`src/rtl/nor_erase_pkg.sv`:
```
`timescale 1ns/1ps
package nor_erase_pkg;
  typedef enum logic [3:0] {
    ST_IDLE, ST_SEL, ST_CMD, ST_SETTLE, ST_POLL, ST_RDM, ST_SUSP, ST_RST, ST_FIN
  } nor_state_e;

  typedef enum logic [1:0] {
    OP_ERASE, OP_READ_MODE, OP_SUSPEND
  } nor_op_e;

  localparam logic FAM_STATUS = 1'b0;
  localparam logic FAM_UNLOCK = 1'b1;
endpackage

```
`src/rtl/nor_cmd_gen.sv`:
```
`timescale 1ns/1ps
module nor_cmd_gen import nor_erase_pkg::*; #(
  parameter int AW     = 16,
  parameter int LANES  = 2,
  parameter int LANE_W = 16,
  localparam int DW    = LANES * LANE_W
) (
  input  logic          fam,
  input  nor_op_e       op,
  input  logic [2:0]    step,
  input  logic [AW-1:0] sect_addr,
  input  logic [AW-1:0] bank_addr,
  output logic [AW-1:0] addr,
  output logic [DW-1:0] data,
  output logic          last_step
);
  function automatic logic [DW-1:0] lane_rep(input logic [7:0] b);
    logic [DW-1:0] r;
    r = '0;
    for (int l = 0; l < LANES; l++) r[l*LANE_W +: LANE_W] = LANE_W'(b);
    return r;
  endfunction

  localparam logic [AW-1:0] OFS_A = AW'(12'h555);
  localparam logic [AW-1:0] OFS_B = AW'(12'h2AA);

  logic [7:0] cbyte;

  always_comb begin
    addr  = sect_addr;
    cbyte = 8'h00;
    unique case (op)
      OP_READ_MODE: begin
        addr  = bank_addr;
        cbyte = (fam == FAM_UNLOCK) ? 8'hF0 : 8'hFF;
      end
      OP_SUSPEND: cbyte = 8'hB0;
      default: begin
        if (fam == FAM_STATUS) begin
          case (step)
            3'd0:    cbyte = 8'h50;
            3'd1:    cbyte = 8'h20;
            default: cbyte = 8'hD0;
          endcase
        end else begin
          case (step)
            3'd0, 3'd3: begin addr = bank_addr + OFS_A; cbyte = 8'hAA; end
            3'd1, 3'd4: begin addr = bank_addr + OFS_B; cbyte = 8'h55; end
            3'd2:       begin addr = bank_addr + OFS_A; cbyte = 8'h80; end
            default:    cbyte = 8'h30;
          endcase
        end
      end
    endcase
  end

  assign data      = lane_rep(cbyte);
  assign last_step = (fam == FAM_UNLOCK) ? (step == 3'd5) : (step == 3'd2);
endmodule

```
`src/rtl/nor_wait_timer.sv`:
```
`timescale 1ns/1ps
module nor_wait_timer #(
  parameter int TW = 5
) (
  input  logic          clk,
  input  logic          rst_n,
  input  logic          clr,
  input  logic [TW-1:0] limit,
  output logic          hit
);
  logic [TW-1:0] cnt;

  always_ff @(posedge clk or negedge rst_n) begin
    if (!rst_n)   cnt <= '0;
    else if (clr) cnt <= '0;
    else          cnt <= cnt + 1'b1;
  end

  assign hit = (cnt == limit - 1'b1);
endmodule

```
`src/rtl/nor_prot_count.sv`:
```
`timescale 1ns/1ps
module nor_prot_count #(
  parameter int NSECT  = 8,
  localparam int IW    = $clog2(NSECT) + 1,
  localparam int CNTW  = $clog2(NSECT + 1)
) (
  input  logic [NSECT-1:0]     mask,
  input  logic signed [IW-1:0] first_i,
  input  logic signed [IW-1:0] last_i,
  output logic [CNTW-1:0]      count
);
  logic [NSECT-1:0] sel;

  for (genvar g = 0; g < NSECT; g++) begin : g_sel
    assign sel[g] = mask[g] && (int'(first_i) <= g) && (g <= int'(last_i));
  end

  always_comb begin
    count = '0;
    for (int i = 0; i < NSECT; i++) count = count + CNTW'(sel[i]);
  end
endmodule

```
`src/rtl/nor_range_eraser.sv`:
```
`timescale 1ns/1ps
module nor_range_eraser import nor_erase_pkg::*; #(
  parameter int NSECT      = 8,
  parameter int AW         = 16,
  parameter int LANES      = 2,
  parameter int LANE_W     = 16,
  parameter int SETTLE_CYC = 10,
  parameter int TMO_CYC    = 20,
  localparam int DW   = LANES * LANE_W,
  localparam int IW   = $clog2(NSECT) + 1,
  localparam int CNTW = $clog2(NSECT + 1)
) (
  input  logic                   clk,
  input  logic                   rst_n,
  input  logic                   start,
  input  logic                   family,
  input  logic signed [IW-1:0]   first_idx,
  input  logic signed [IW-1:0]   last_idx,
  input  logic [NSECT-1:0]       protect,
  input  logic [NSECT*AW-1:0]    sect_base,
  output logic                   busy,
  output logic                   done,
  output logic                   pass,
  output logic [CNTW-1:0]        skipped,
  output logic                   fl_wr,
  output logic                   fl_rd,
  output logic [AW-1:0]          fl_addr,
  output logic [DW-1:0]          fl_wdata,
  input  logic [DW-1:0]          fl_rdata
);
  localparam int SW   = $clog2(NSECT);
  localparam int TMAX = (SETTLE_CYC > TMO_CYC) ? SETTLE_CYC : TMO_CYC;
  localparam int TW   = $clog2(TMAX + 1);

  function automatic logic lanes_ready(input logic [DW-1:0] w);
    logic r;
    r = 1'b1;
    for (int l = 0; l < LANES; l++) r &= w[l*LANE_W + 7];
    return r;
  endfunction

  function automatic logic bad_request(input logic signed [IW-1:0] f,
                                       input logic signed [IW-1:0] l);
    return f[IW-1] || (f > l) || (int'(l) >= NSECT);
  endfunction

  nor_state_e      st;
  logic [IW-1:0]   cur, last_r;
  logic [2:0]      step;
  logic            pass_r;
  logic [CNTW-1:0] skip_r, prot_cnt;
  logic [SW-1:0]   cur_sect;
  logic [AW-1:0]   sect_addr, gen_addr;
  logic [DW-1:0]   gen_data;
  logic            cmd_last, tmr_hit, tmr_clr, rd_ready;
  logic [TW-1:0]   tmr_limit;
  nor_op_e         op;

  // named events used by the bound checker
  logic ev_launch, ev_pass, ev_expire, ev_skip;

  assign cur_sect  = cur[SW-1:0];
  assign sect_addr = sect_base[cur_sect*AW +: AW];
  assign rd_ready  = lanes_ready(fl_rdata);

  assign ev_launch = (st == ST_CMD) && cmd_last;
  assign ev_pass   = (st == ST_POLL) && rd_ready;
  assign ev_expire = (st == ST_POLL) && !rd_ready && tmr_hit;
  assign ev_skip   = (st == ST_SEL) && (cur <= last_r) && protect[cur_sect];

  nor_prot_count #(.NSECT(NSECT)) u_cnt (
    .mask(protect), .first_i(first_idx), .last_i(last_idx), .count(prot_cnt)
  );

  assign tmr_limit = (st == ST_SETTLE) ? TW'(SETTLE_CYC) : TW'(TMO_CYC);
  assign tmr_clr   = !((st == ST_SETTLE) || (st == ST_POLL)) ||
                     ((st == ST_SETTLE) && tmr_hit);

  nor_wait_timer #(.TW(TW)) u_tmr (
    .clk(clk), .rst_n(rst_n), .clr(tmr_clr), .limit(tmr_limit), .hit(tmr_hit)
  );

  always_comb begin
    case (st)
      ST_CMD:  op = OP_ERASE;
      ST_SUSP: op = OP_SUSPEND;
      default: op = OP_READ_MODE;
    endcase
  end

  nor_cmd_gen #(.AW(AW), .LANES(LANES), .LANE_W(LANE_W)) u_gen (
    .fam(family), .op(op), .step(step), .sect_addr(sect_addr),
    .bank_addr(sect_base[AW-1:0]), .addr(gen_addr), .data(gen_data),
    .last_step(cmd_last)
  );

  always_ff @(posedge clk or negedge rst_n) begin
    if (!rst_n) begin
      st     <= ST_IDLE;
      cur    <= '0;
      last_r <= '0;
      step   <= '0;
      pass_r <= 1'b0;
      skip_r <= '0;
    end else begin
      case (st)
        ST_IDLE: if (start) begin
          if (bad_request(first_idx, last_idx)) begin
            pass_r <= 1'b0;
            skip_r <= '0;
            st     <= ST_FIN;
          end else begin
            cur    <= $unsigned(first_idx);
            last_r <= $unsigned(last_idx);
            skip_r <= prot_cnt;
            st     <= ST_SEL;
          end
        end
        ST_SEL: begin
          if (cur > last_r) begin
            pass_r <= 1'b1;
            st     <= ST_FIN;
          end else if (protect[cur_sect]) begin
            cur <= cur + 1'b1;
          end else begin
            step <= '0;
            st   <= ST_CMD;
          end
        end
        ST_CMD:    if (cmd_last) st <= ST_SETTLE; else step <= step + 1'b1;
        ST_SETTLE: if (tmr_hit) st <= ST_POLL;
        ST_POLL: begin
          if (rd_ready)     st <= ST_RDM;
          else if (tmr_hit) st <= (family == FAM_STATUS) ? ST_SUSP : ST_RST;
        end
        ST_RDM: begin
          cur <= cur + 1'b1;
          st  <= ST_SEL;
        end
        ST_SUSP: st <= ST_RST;
        ST_RST: begin
          pass_r <= 1'b0;
          st     <= ST_FIN;
        end
        ST_FIN:  st <= ST_IDLE;
        default: st <= ST_IDLE;
      endcase
    end
  end

  assign busy     = (st != ST_IDLE);
  assign done     = (st == ST_FIN);
  assign pass     = pass_r;
  assign skipped  = skip_r;
  assign fl_wr    = (st == ST_CMD) || (st == ST_RDM) || (st == ST_SUSP) || (st == ST_RST);
  assign fl_rd    = (st == ST_POLL);
  assign fl_addr  = fl_rd ? sect_addr : (fl_wr ? gen_addr : '0);
  assign fl_wdata = fl_wr ? gen_data : '0;
endmodule

```
`config.mk`:
```
export PLATFORM = sky130hd
export DESIGN_NAME = nor_range_eraser
export DESIGN_NICKNAME = d
export VERILOG_FILES = /design/src/rtl/nor_erase_pkg.sv /design/src/rtl/nor_cmd_gen.sv /design/src/rtl/nor_wait_timer.sv /design/src/rtl/nor_prot_count.sv /design/src/rtl/nor_range_eraser.sv
export SDC_FILE = /design/constraint.sdc
export NUM_CORES = 1
export LEC_CHECK = 0
export ABC_AREA = 1
export BUFFER_PORTS_ARGS = -buffer_cell sky130_fd_sc_hd__buf_2
export CORE_ASPECT_RATIO = 0.6
export CORE_MARGIN = 4
export CORE_UTILIZATION = 52
export CTS_CLUSTER_SIZE = 12
export DETAILED_ROUTE_END_ITERATION = 10
export PLACE_DENSITY = 0.88
export SLEW_MARGIN = 25
export SYNTH_ARGS = -nofsm -noshare
export SYNTH_HDL_FRONTEND = slang
export SYNTH_SLANG_ARGS = --single-unit
```
`constraint.sdc`:
```
create_clock -name clk -period 6.73 [get_ports clk]
set_input_delay 1.6825 -clock clk [delete_from_list [all_inputs] [get_ports clk]]
set_output_delay 1.6825 -clock clk [all_outputs]
set_load 0.02 [all_outputs]
```
==> results.md <==
* CTS tree: done
* Kind of critical path: input pin to output port
* Routed WL per cell at 15.9 um
* Initial DRC Count at 890
* Pwr Total at 1910 uW
* Antenna Nets Post-Route at 0
* Synth top cells by count: nand2_1, nor2_1, o21ai_0
* Post-synth EDFFs at 0
* Non-Filler Instances at 1160
* Worst EP arrival at 3.43 ns
* Startpoint Class: input pin
* Syn_area_per_cell at 5.60 um2
* Vias in the first global route at 5869
* Initial core utilization at 53.7%
* Leakage Power at 0.00308 uW
* Final Setup Violations at 0
* H-tree lvl count at 1
* Max Cap Viol at 0
* Critical Path Fanout Max at 7
* Port bufs at 190
* Clk slew on worst S/H paths at approximately 0.07 ns
* Critical Path RT at 5.05 ns
* Hold Startpoint: last_r[0]$_DFFE_PN0P_
* Setup ws final at 1.62 ns
* WHS Endpoint: last_r[0]$_DFFE_PN0P_
* Slew Viols, Final at 0
* Outcome: complete, no violations
* Row count at 27
* Placed cells at 1156
* 1st-pass router iterations at 6
* Cell area after synthesis at between 4000 and 5000 um2
* Ys Warns at 0
* Worst flop-to-flop path endpoint: cur[3]$_DFFE_PN0P_
* Final hold vios at 0
* Synth Instances at 884
* Worst skew pair latency at 0.26 ns
* Clock Path Buffers at 2
* First-pass GRT wire length at 29.2 mm
* Most used DFF post-synth: dfrtp_1
* Hold Buf Count CTS at 0
* Hold slack final at roughly 0.5 ns
* Antenna violations before repair at 0
* Synth area leader: nand2_1
* Area contributors post-synth: nand2_1, dfrtp_1, nor2_1
* Total core area at 9220 um2
* Worst Skew at about 0.0032 ns
* Layout net count at 1236
* Final WL at 18.5 mm
* Pwr/cell area at 328 nW/um2
* Die area at 11200 um2
* Place WS at 1.68 ns
* DRC violations left at 0
* Reg2reg setup slack at 3.70 ns
* Yosys top cell area share at roughly 14%
* Fmax achieved at 196 MHz
* Worst vdd ir at 190 uV
* Post-layout min period at 5.11 ns
* Hold depth at 2
* Chip width at 134 um
* Largest net degree at the start of global routing at 59
* Final worst path period share at between 70% and 80%
* Setup_tns at 0 ns
* Layout overhead on the synthesized area at 17.9%
* Reg2reg path depth at 12
* I/O Pins at 237
* Worst setup EP type: output port
* Final HPWL DP at 14.4 mm
* Post_cts resized at 0
* Fraction of registers with async set/reset at 100%
* TritonCTS buffer count at 3
* Worst Max-Slew Pin Slew at 0.928 ns
* Clock sinks at 25
* Clk root buf: clkbuf_16
* Layout cells sized above 1 at 23.6%
* DR vias at between 6000 and 7000
* Cell with the most instances after synthesis: nand2_1
* Synth cell types at 48
* Detailed-route vias per instance at 5.77
* Relative slew slack at 38.2%
* Total gr overflow at 0
* Worst R2R Start: cur[0]$_DFFE_PN0P_
* Post-CTS Setup Bufs at 0
* Worst Hold Class: flip-flop to flip-flop
* Sequential element share of the synthesized area at 12.6%
* Global Route Usage Sum at between 30 and 40%
* RSZ-0062 raised after global routing: false
* Number of synthesized register bits at 25
* Ant. Diodes at 0
* GPL Wtd Cong at 0.972
* Die Ht at 83.6 um
[per-stage QoR]
stage                     utilization, %  area, um2
after floorplan                        -       5010
after global placement              62.4       5750
after detailed placement            62.4       5750
after CTS                           63.3       5840
after global routing                63.3       5840
final                               63.3       5840
[area by class of cell]
| class | instances | area [um2] |
|---|---|---|
| sequential | 25 | 627 |
| multi-input combinational | 725 | 3680 |
| clock inverter | 1 | 8.76 |
| tap | 130 | 163 |
| timing repair buffer | 193 | 973 |
| clock buffer | 3 | 75.1 |
| inverter | 83 | 312 |
| fill | 917 | 3390 |
[layer usage]
metal	part of all wire [%]	global-route usage (%)
met1	41	44.9
met2	42	47.0
met3	14	6.45
met4	2.9	9.06
met5	0	0
[where the power goes]
| part | leakage (uW) | switching [uW] | internal (uW) |
|---|---|---|---|
| clock network | 0.0000415 | 56.4 | 82.1 |
| logic | 0.00272 | 1040 | 463 |
| registers | 0.000327 | 70.5 | 199 |
[kinds of logic after synthesis]
group                    count (synthesis)  synth area share [%]
XOR/XNOR                                 6                  1.06
AO/OA/AOI/OAI                          247                  28.2
AND/OR/NAND/NOR                        431                  36.9
other                                    1                0.0757
buffers and inverters                  149                  14.2
flip-flops                              25                  12.6
adder cells (fa/ha/maj)                 25                  6.92
[flip-flops by register name (all words and copies together) (netlist names)]
signal	count
u_tmr.cnt	5
st	4
step	3
pass	1
cur	4
last_r	4
skipped	4
[critical path: stages]
cell	delay (ns)
buf_2	0.15
ha_1	0.23
o21ai_0	0.37
nand2_1	0.18
nand3_1	0.17
nand2_1	0.06
nand2_1	0.05
nand3_1	0.06
nand2_1	0.09
nand2_1	0.05
nand2_1	0.06
nand2_1	0.05
nand2_1	0.07
buf_2	0.16
[placed cells by master (no fill, tap or decap), types with 4 or more instances in the layout]
master,count
nor3_1,11
dfrtp_1,24
inv_2,18
o21ai_1,47
o21a_1,7
fa_1,4
o22ai_1,5
xor2_1,4
a21oi_1,50
ha_1,21
nand2_1,185
nor2_2,7
o21ai_0,99
o211ai_1,10
inv_1,65
o21bai_1,7
nand3_1,74
buf_2,190
conb_1,16
nor2_1,133
[how the worst max path moves through the flow]
stage | startpoint | slack (ns) | to
finish | sect_base[1] | 1.62 | fl_addr[15]
global route | sect_base[1] | 1.45 | fl_addr[9]
CTS | sect_base[1] | 1.68 | fl_addr[15]
detailed placement | sect_base[1] | 1.68 | fl_addr[15]
global placement | sect_base[1] | 1.70 | fl_addr[15]
floorplan | family | 2.10 | fl_wdata[22]
No activity file was read; power rests on OpenSTA's default activity.
